<file path="src/rtl/initblk_pkg.sv">
package initblk_pkg;
  localparam int unsigned DW_W      = 32;
  localparam int unsigned HW_W      = 16;
  localparam int unsigned IDX_W     = 3;
  localparam int unsigned BURST_LEN = 2;
  localparam int unsigned WORDS32   = 7;
  localparam int unsigned WORDS16   = 6;

  typedef enum logic [2:0] {
    SQ_IDLE, SQ_REQ, SQ_RD, SQ_WAIT, SQ_GAP, SQ_FIN
  } seq_state_t;

  localparam logic [2:0] SEL_CTRL  = 3'd0;
  localparam logic [2:0] SEL_ALO   = 3'd1;
  localparam logic [2:0] SEL_AHI   = 3'd2;
  localparam logic [2:0] SEL_SIZE  = 3'd3;
  localparam logic [2:0] SEL_MODE  = 3'd4;
  localparam logic [2:0] SEL_RXLEN = 3'd5;
  localparam logic [2:0] SEL_TXLEN = 3'd6;

  function automatic logic [IDX_W-1:0] last_index(input logic m32);
    return m32 ? IDX_W'(WORDS32 - 1) : IDX_W'(WORDS16 - 1);
  endfunction

  function automatic logic [DW_W-1:0] block_base(input logic [HW_W-1:0] hi,
                                                 input logic [HW_W-1:0] lo);
    return {hi, lo[HW_W-1:2], 2'b00};
  endfunction

  function automatic logic [DW_W-1:0] word_addr(input logic [DW_W-1:0] base,
                                                input logic [IDX_W-1:0] idx);
    return base + {{(DW_W-IDX_W-2){1'b0}}, idx, 2'b00};
  endfunction

  function automatic logic [HW_W-1:0] pow2_len(input logic [2:0] code);
    return HW_W'(1) << code;
  endfunction

  function automatic logic [DW_W-1:0] base16(input logic [DW_W-1:0] w);
    return {8'h00, w[23:3], 3'b000};
  endfunction
endpackage

</file>
<file path="src/rtl/initblk_regs.sv">
module initblk_regs
  import initblk_pkg::*;
(
  input  logic            clk,
  input  logic            rst_n,
  input  logic            hw_en,
  input  logic [2:0]      hw_sel,
  input  logic [HW_W-1:0] hw_data,
  input  logic            busy,
  input  logic            fin,
  output logic [HW_W-1:0] addr_lo,
  output logic [HW_W-1:0] addr_hi,
  output logic            size32,
  output logic            iena,
  output logic            start,
  output logic            idon,
  output logic            init_go
);
  logic ctrl_wr;
  assign ctrl_wr = hw_en && (hw_sel == SEL_CTRL);
  assign init_go = ctrl_wr && hw_data[0] && !busy;

  always_ff @(posedge clk) begin
    if (!rst_n) begin
      addr_lo <= '0;
      addr_hi <= '0;
      size32  <= 1'b0;
      iena    <= 1'b0;
      start   <= 1'b0;
      idon    <= 1'b0;
    end else begin
      if (hw_en && hw_sel == SEL_ALO)  addr_lo <= hw_data;
      if (hw_en && hw_sel == SEL_AHI)  addr_hi <= hw_data;
      if (hw_en && hw_sel == SEL_SIZE) size32  <= hw_data[0];
      if (ctrl_wr) begin
        iena  <= hw_data[2];
        start <= hw_data[1];
      end
      if (fin)                         idon <= 1'b1;
      else if (init_go)                idon <= 1'b0;
      else if (ctrl_wr && hw_data[3])  idon <= 1'b0;
    end
  end
endmodule

</file>
<file path="src/rtl/initblk_seq.sv">
module initblk_seq
  import initblk_pkg::*;
(
  input  logic             clk,
  input  logic             rst_n,
  input  logic             init_go,
  input  logic [HW_W-1:0]  addr_lo,
  input  logic [HW_W-1:0]  addr_hi,
  input  logic             size32,
  output logic             bm_req,
  input  logic             bm_gnt,
  output logic             bm_rd,
  output logic [DW_W-1:0]  bm_addr,
  input  logic             bm_ack,
  output logic             busy,
  output logic             fin,
  output logic             word_ok,
  output logic [IDX_W-1:0] word_idx,
  output logic             fetch32
);
  localparam int unsigned BEAT_W = $clog2(BURST_LEN);
  localparam logic [BEAT_W-1:0] BEAT_LAST = BEAT_W'(BURST_LEN - 1);

  seq_state_t           st;
  logic [DW_W-1:0]      base_q;
  logic [IDX_W-1:0]     idx_q;
  logic [BEAT_W-1:0]    beat_q;
  logic                 is_last;

  assign is_last  = (idx_q == last_index(fetch32));
  assign bm_req   = (st == SQ_REQ) || (st == SQ_RD) || (st == SQ_WAIT);
  assign bm_rd    = (st == SQ_RD);
  assign bm_addr  = word_addr(base_q, idx_q);
  assign busy     = (st != SQ_IDLE);
  assign fin      = (st == SQ_FIN);
  assign word_ok  = (st == SQ_WAIT) && bm_ack;
  assign word_idx = idx_q;

  always_ff @(posedge clk) begin
    if (!rst_n) begin
      st      <= SQ_IDLE;
      base_q  <= '0;
      idx_q   <= '0;
      beat_q  <= '0;
      fetch32 <= 1'b0;
    end else begin
      case (st)
        SQ_IDLE: if (init_go) begin
          base_q  <= block_base(addr_hi, addr_lo);
          fetch32 <= size32;
          idx_q   <= '0;
          beat_q  <= '0;
          st      <= SQ_REQ;
        end
        SQ_REQ:  if (bm_gnt) st <= SQ_RD;
        SQ_RD:   st <= SQ_WAIT;
        SQ_WAIT: if (bm_ack) begin
          if (is_last) begin
            st <= SQ_FIN;
          end else begin
            idx_q <= idx_q + 1'b1;
            if (beat_q == BEAT_LAST) begin
              beat_q <= '0;
              st     <= SQ_GAP;
            end else begin
              beat_q <= beat_q + 1'b1;
              st     <= SQ_RD;
            end
          end
        end
        SQ_GAP:  st <= SQ_REQ;
        SQ_FIN:  st <= SQ_IDLE;
        default: st <= SQ_IDLE;
      endcase
    end
  end
endmodule

</file>
<file path="src/rtl/initblk_unpack.sv">
module initblk_unpack
  import initblk_pkg::*;
(
  input  logic             clk,
  input  logic             rst_n,
  input  logic             word_ok,
  input  logic [IDX_W-1:0] word_idx,
  input  logic             fetch32,
  input  logic [DW_W-1:0]  rdata,
  input  logic             hw_en,
  input  logic [2:0]       hw_sel,
  input  logic [HW_W-1:0]  hw_data,
  output logic [HW_W-1:0]  mode,
  output logic [DW_W-1:0]  rx_base,
  output logic [DW_W-1:0]  tx_base,
  output logic [HW_W-1:0]  rx_len,
  output logic [HW_W-1:0]  tx_len
);
  always_ff @(posedge clk) begin
    if (!rst_n) begin
      mode    <= '0;
      rx_base <= '0;
      tx_base <= '0;
      rx_len  <= '0;
      tx_len  <= '0;
    end else if (word_ok) begin
      if (fetch32) begin
        case (word_idx)
          3'd0: begin
            mode   <= rdata[15:0];
            rx_len <= rdata[31:16];
          end
          3'd1: tx_len  <= rdata[15:0];
          3'd5: rx_base <= {rdata[31:4], 4'h0};
          3'd6: tx_base <= {rdata[31:4], 4'h0};
          default: ;
        endcase
      end else begin
        case (word_idx)
          3'd0: mode <= rdata[15:0];
          3'd4: begin
            rx_base <= base16(rdata);
            rx_len  <= pow2_len(rdata[31:29]);
          end
          3'd5: begin
            tx_base <= base16(rdata);
            tx_len  <= pow2_len(rdata[31:29]);
          end
          default: ;
        endcase
      end
    end else if (hw_en) begin
      case (hw_sel)
        SEL_MODE:  mode   <= hw_data;
        SEL_RXLEN: rx_len <= hw_data;
        SEL_TXLEN: tx_len <= hw_data;
        default: ;
      endcase
    end
  end
endmodule

</file>
<file path="src/rtl/initblk_fetch.sv">
module initblk_fetch
  import initblk_pkg::*;
(
  input  logic        clk,
  input  logic        rst_n,
  input  logic        hw_en,
  input  logic [2:0]  hw_sel,
  input  logic [15:0] hw_data,
  output logic        bm_req,
  input  logic        bm_gnt,
  output logic        bm_rd,
  output logic [31:0] bm_addr,
  input  logic        bm_ack,
  input  logic [31:0] bm_rdata,
  output logic        busy_o,
  output logic        idon_o,
  output logic        irq_o,
  output logic        start_o,
  output logic [15:0] mode_o,
  output logic [31:0] rx_base_o,
  output logic [31:0] tx_base_o,
  output logic [15:0] rx_len_o,
  output logic [15:0] tx_len_o
);
  logic [HW_W-1:0]  addr_lo, addr_hi;
  logic             size32, iena, init_go, fin, word_ok, fetch32;
  logic [IDX_W-1:0] word_idx;

  initblk_regs u_regs (
    .clk(clk), .rst_n(rst_n), .hw_en(hw_en), .hw_sel(hw_sel), .hw_data(hw_data),
    .busy(busy_o), .fin(fin), .addr_lo(addr_lo), .addr_hi(addr_hi),
    .size32(size32), .iena(iena), .start(start_o), .idon(idon_o), .init_go(init_go)
  );

  initblk_seq u_seq (
    .clk(clk), .rst_n(rst_n), .init_go(init_go), .addr_lo(addr_lo), .addr_hi(addr_hi),
    .size32(size32), .bm_req(bm_req), .bm_gnt(bm_gnt), .bm_rd(bm_rd),
    .bm_addr(bm_addr), .bm_ack(bm_ack), .busy(busy_o), .fin(fin),
    .word_ok(word_ok), .word_idx(word_idx), .fetch32(fetch32)
  );

  initblk_unpack u_unpack (
    .clk(clk), .rst_n(rst_n), .word_ok(word_ok), .word_idx(word_idx),
    .fetch32(fetch32), .rdata(bm_rdata), .hw_en(hw_en), .hw_sel(hw_sel),
    .hw_data(hw_data), .mode(mode_o), .rx_base(rx_base_o), .tx_base(tx_base_o),
    .rx_len(rx_len_o), .tx_len(tx_len_o)
  );

  assign irq_o = idon_o && iena;
endmodule

</file>
<file path="config.mk">
export PLATFORM = sky130hd
export DESIGN_NAME = initblk_fetch
export DESIGN_NICKNAME = d
export VERILOG_FILES = /design/src/rtl/initblk_pkg.sv /design/src/rtl/initblk_regs.sv /design/src/rtl/initblk_seq.sv /design/src/rtl/initblk_unpack.sv /design/src/rtl/initblk_fetch.sv
export SDC_FILE = /design/constraint.sdc
export NUM_CORES = 1
export LEC_CHECK = 0
export BUFFER_PORTS_ARGS = -buffer_cell sky130_fd_sc_hd__buf_4
export CORE_MARGIN = 2
export CORE_UTILIZATION = 30
export CTS_BUF_LIST = sky130_fd_sc_hd__clkbuf_4
export DETAILED_ROUTE_END_ITERATION = 8
export HOLD_SLACK_MARGIN = 0.1
export SLEW_MARGIN = 20
export SYNTH_ARGS = -nofsm -noshare
export SYNTH_HDL_FRONTEND = slang
export SYNTH_SLANG_ARGS = --single-unit
</file>
<file path="constraint.sdc">
create_clock -name clk -period 3.9 [get_ports clk]
set_input_delay 0.39 -clock clk [delete_from_list [all_inputs] [get_ports clk]]
set_output_delay 0.39 -clock clk [all_outputs]
set_load 0.005 [all_outputs]
</file>
Yosys cells after proc, flatten, opt, wreduce, memory -nomap -nowiden
Index checks and enable logic that the tools add are counted.

cells by class
  $add $sub $neg = 3
  equality and inequality tests = 27
  shift-type cells = 1
  multiplexer cells = 41
  reduce and logical (&&, ||, !) cells = 32

operator list
  cell                                                                    count
  16-bit two-way mux                                                      16
  32-bit two-way mux                                                      6
  32-bit by 5-bit adder with 32-bit output                                1
  3-bit equality test (second input constant)                             8
  3-bit two-way mux                                                       8
  1-bit by 3-bit << shifter with 16-bit output (first input constant)     1
  3-bit one-hot mux with 5 select lines                                   1
  2-bit nonzero test                                                      7
  3-bit by 2-bit equality test with 1-bit output (second input constant)  4
  3-bit by 2-bit != test with 1-bit output (second input constant)        4
  3-bit AND reduction                                                     4
  4-bit AND reduction                                                     3
  3-bit by 1-bit equality test with 1-bit output (second input constant)  3
  1-bit logical AND                                                       9
  3-bit logical NOT                                                       3
  2-bit != test (second input constant)                                   4
  1-bit two-way mux                                                       7
  2-bit by 1-bit != test with 1-bit output (second input constant)        3
  3-bit one-hot mux with 2 select lines                                   1
  3-bit nonzero test                                                      2
  3-bit by 1-bit adder with 3-bit output (second input constant)          1
  3-bit equality test                                                     1
  1-bit logical OR                                                        2
  2-bit two-way mux                                                       1
  4 further kinds                                                         4

storage, ports and cells
  flip-flop bits (word level) = 186
  output and inout port bits = 150
  logic and storage cells = 120

Logic depth before layout (Yosys ltp)
  word-level depth = 6
  depth in mapped cells = 8

By module
From an unflattened synthesis, not the netlist that was laid out.

unflattened totals
  cell total of the unflattened synthesis = 960
  area, all modules = 8,156.6 µm²

modules (own cells, without submodules)
  module          instances  cells an instance  area each (µm²)
  initblk_unpack  1          526                4,531.8
  initblk_seq     1          268                2,204.6
  initblk_regs    1          165                1,413.9
  initblk_fetch   1          1                  6.3

Worst setup path before layout
Ideal clock, no wire load.

  path type = reg2out
  from = register u_seq.idx_q[1] (netlist: u_seq.word_idx[1])
  to = output bm_addr[19]
  arrival time = 1.723 ns
  data required time = 3.510 ns
  slack = 1.787 ns
  cell stages (with the launch flop) = 7
  path buffers = 0
  cells stage by stage = dfxtp_1 -> ha_1 -> a21o_1 -> a21oi_1 -> or3b_4 -> nor2_1 -> xnor2_1

between the ends
  cells in the longest elaborated chain, start to end = 1

RTL lines
  item                                      line                 RTL
  start, declared                           initblk_seq.sv:26    logic [IDX_W-1:0] idx_q;
  start signal, assigned                    initblk_seq.sv:61    idx_q <= idx_q + 1'b1;
  32-bit by 5-bit adder with 32-bit output  initblk_pkg.sv:32    return base + {{(DW_W-IDX_W-2){1'b0}}, idx, 2'b00};
  end, declared                             initblk_fetch.sv:12  output logic [31:0] bm_addr,

Every way passes these cells.

Final worst setup path
  from = register u_seq.idx_q[1] (netlist: u_seq.word_idx[1])
  to = output bm_addr[15]

The elaborated chain is that of the path after synthesis.

==> impl_results.md <==
- Status: finished clean
- CP Cell Sequence: ha_1, a21o_1, a21oi_1, or3b_4, nor2_1, xor2_1, buf_4
- Post-route cell area: 10400 µm²
- Synth Area in Simple Gates: 0.234
- Die area: 27900 µm²
- Max clock buf depth: 2
- Clock network power share: 0.344
- CTS tree: done
- Synth top area share: 0.446
- Slowest CP cell: a21oi_1
- Compound-cell area share of the yosys netlist: 0.216
- # setup viols final: 0
- Post-synth EDFFs: 0
- Max-slew violation count: 0
- Post_cts resized: 0
- ANT nets after route: 0
- Flop pwr share: 0.566
- Post-synthesis cell count: 965
- Worst hold path class: in2reg
- Unrepaired setup endpoints after global routing: no
- Reg clk slew, reported paths: 0.18 ns
- RR Endpoint: u_unpack.tx_len[10]
- Largest family of logic cells by synthesized area: simple AND/OR/NAND/NOR gates
- Metal2 WL: 12200 µm
- Vias: 7420
- Most frequent cells after synthesis: 275 x nand2_1, 178 x dfxtp_1, 110 x a21boi_0, 56 x a21oi_1, 43 x nand3_1
- Routed vias/inst: 4.88
- HPWL Detailed: 18700 µm
- Final Hold Vio Count: 0
- Critical path buffers and inverters: 1
- Synthesized cell area: 7980 µm²
- Post-synth ARST share: 0
- Total power draw: 3.29 mW
- Global-route wire length before repair: 40100 µm
- Initial core utilization: 0.306
- #FFs+latches synth: 178
- H-Tree Depth: 4
- Slew Limit Headroom: 0.348
- Inst Count DP: 1438
- Drt first-iter violations: 606
- Die Ht: 167 µm
- Total grt overflow: 0
- Critical path launch point type: flip-flop
- Transition time of the tightest slew-check pin: 0.975 ns
- DRC viols: 0
- CTS buffer count: 17
- Net Sw Frac: 0.300
- Clock latency on the worst-skew pair: 0.59 ns
- DRT Wirelength: 26300 µm
- HP Start: bm_rdata[30]
- Crit-path leading delay family: compound AO/OA/AOI/OAI gates
- IO Count: 206
- Fillcell total: 2712
- Max Freq: 310 MHz
- Clk sink count: 178
- Crit path capture type: output port
- Cell with the most instances after synthesis: nand2_1
- Max Used Layer: met4
- Max Cap Viol: 0
- Register area share after synthesis: 0.446
- Adder-cell area share of the yosys netlist: 0.0135
- Ys flop type: dfxtp_1
- Layout area overhead: 30.5%
- Share of cells above drive strength 1: 0.215
- WP data arrival: 2.83 ns
- Met1 WL: 11300 µm
- Reg2Reg Depth: 6
- Period minus WS final: 3.22 ns
- Area leader, netlist: dfxtp_1
- Placer Congestion: 0.835
- Peak VDD IR: 0.178 mV
- Setup_tns: 0 ns
- Req. time, crit path: 3.51 ns
- Largest net degree at the start of global routing: 121
- Comb pwr share: 0.090
- Wire per inst: 17.3 µm
- Initial antenna violation count: 1
- DR WL met3: 1900 µm
- Drt pass-1 iters: 5
- Reg2Reg Launch Point: u_seq.st[0]
- Lkg Pwr: 4.40 nW
- Core Box Area: 26100 µm²
- Post-synth cell types: 53
- Area of the multi-input gates: 4030 µm²
- WHS Path Cells: 3
- Warnings from Yosys: 0
- Hold_buf cts: 48
- Clk_skew: 0.0215 ns
- Worst Path Max Fanout: 8
- Fin cells: 1519
- Crit path largest cell delay: 0.61 ns
- Post-synthesis mux area share: 0.00658
- Pwr/cell area: 316 nW/µm²
- Total GRT Usage: 0.184
- Cell Int Power: 2.30 mW
- Area after DPL: 9610 µm²
- Hold EP: u_unpack.tx_base[30]
- NetSw: 988 µW
- Die width: 167 µm
- Setup Crit Path Kind: reg2out
- Port Buffers: 197
- Core Rows: 59
- Reg area: 3560 µm²
- Synth Area in XOR/XNOR: 0.0318
- Nets: 1234
- Vias in the first global route: 6986
- Clk root buf: clkbuf_4
- Synth area leaders: dfxtp_1 45%, nand2_1 13%, a21boi_0 10%, a21oi_1 3.5%, o211a_1 3.1%
- Syn_area_per_cell: 8.27 µm²
- Tcrit/Tclk final: 0.827
- Reg2reg setup slack: 1.42 ns
- Postcts setup bufs: 0
layer usage:
| layer | track usage | vias to the layer above |
|---|---|---|
| met5 | 0 | - |
| met4 | 0.0727 | 0 |
| li1 | - | 3675 |
| met1 | 0.234 | 3446 |
| met2 | 0.296 | 258 |
| met3 | 0.0496 | 41 |
state kept, by name, indices dropped and copies added, names as in the netlist:
name / count
u_unpack.rx_len: 16
u_regs.addr_hi: 16
u_seq.fetch32: 1
u_seq.beat_q: 1
u_seq.base_q: 30
u_regs.iena: 1
u_seq.word_idx: 3
u_seq.st: 3
u_regs.size32: 1
u_regs.idon: 1
u_unpack.tx_base: 29
u_regs.start: 1
u_unpack.tx_len: 16
u_unpack.rx_base: 29
u_regs.addr_lo: 14
u_unpack.mode: 16
layout by cell type (no fill, tap or decap), types with 2 or more instances in the layout:
cell | Yosys | layout
nor2_1 | 21 | 21
and4_1 | 2 | 2
mux2i_1 | 3 | 3
a21boi_0 | 110 | 110
nor2b_1 | 7 | 7
nor3_1 | 10 | 10
clkbuf_4 | 0 | 17
clkinv_8 | 0 | 5
nor4_4 | 3 | 3
o211a_1 | 25 | 25
conb_1 | 1 | 8
dfxtp_1 | 178 | 178
nand3_1 | 43 | 43
and3_1 | 7 | 6
a21boi_1 | 9 | 9
inv_6 | 0 | 3
dlygate4sd3_1 | 0 | 48
ha_1 | 7 | 7
o22ai_1 | 3 | 3
a21oi_1 | 56 | 56
a21o_1 | 3 | 3
a31oi_1 | 9 | 9
mux2_2 | 2 | 2
o21ai_0 | 34 | 34
inv_12 | 0 | 2
inv_8 | 0 | 4
nor3b_1 | 3 | 3
and2_1 | 11 | 11
xnor2_1 | 17 | 17
inv_1 | 9 | 9
nand2_1 | 275 | 275
nand4_1 | 6 | 6
buf_4 | 19 | 204
xor2_1 | 12 | 12
nand4b_1 | 3 | 3
tightest hold or removal path: stages:
cell and delay, ns:
buf_4 0.16, nand3_1 0.08, a21boi_0 0.07
cell families after synthesis:
group | count (synthesis)
other | 1
adder cells (fa/ha/maj) | 8
AND/OR/NAND/NOR | 407
XOR/XNOR | 29
multiplexers | 5
AO/OA/AOI/OAI | 253
buffers and inverters | 84
flip-flops | 178
worst max-delay path by stage:
stage	cells after the start	from	slack, ns	to
floorplan	6	u_seq.word_idx[1]	1.79	bm_addr[19]
detailed placement	7	u_seq.word_idx[1]	1.30	bm_addr[15]
finish	7	u_seq.word_idx[1]	0.68	bm_addr[15]
global placement	7	u_seq.word_idx[1]	1.38	bm_addr[15]
global route	7	u_seq.word_idx[1]	0.54	bm_addr[19]
CTS	7	u_seq.word_idx[1]	0.61	bm_addr[15]
power groups by stage:
stage,Combinational [mW],Sequential (mW),Clock (mW)
after global routing,0.318,1.87,1.23
after floorplan,0.110,1.90,0
after CTS,0.298,1.86,1.16
after detailed placement,0.258,1.90,0
after global placement,0.257,1.90,0
final,0.297,1.86,1.13
layout make-up:
| type | count | area share |
|---|---|---|
| Inverter | 9 | 0.00324 |
| Sequential cell | 178 | 0.342 |
| Multi-Input combinational cell | 710 | 0.387 |
| Tap cell | 335 | 0.0402 |
| Clock inverter | 15 | 0.0185 |
| Timing Repair Buffer | 254 | 0.196 |
| Antenna cell | 1 | 0.000240 |
| Clock buffer | 17 | 0.0123 |
stage by stage:
step	util	hold WS [ns]	setup slack, ns
2_1_floorplan	-	0.424	1.79
3_3_place_gp	0.369	0.439	1.38
3_5_place_dp	0.369	0.446	1.30
4_1_cts	0.399	0.103	0.613
5_1_grt	0.400	0.121	0.537
6_report	0.400	0.147	0.675
No activity file was read; power rests on OpenSTA's default activity.
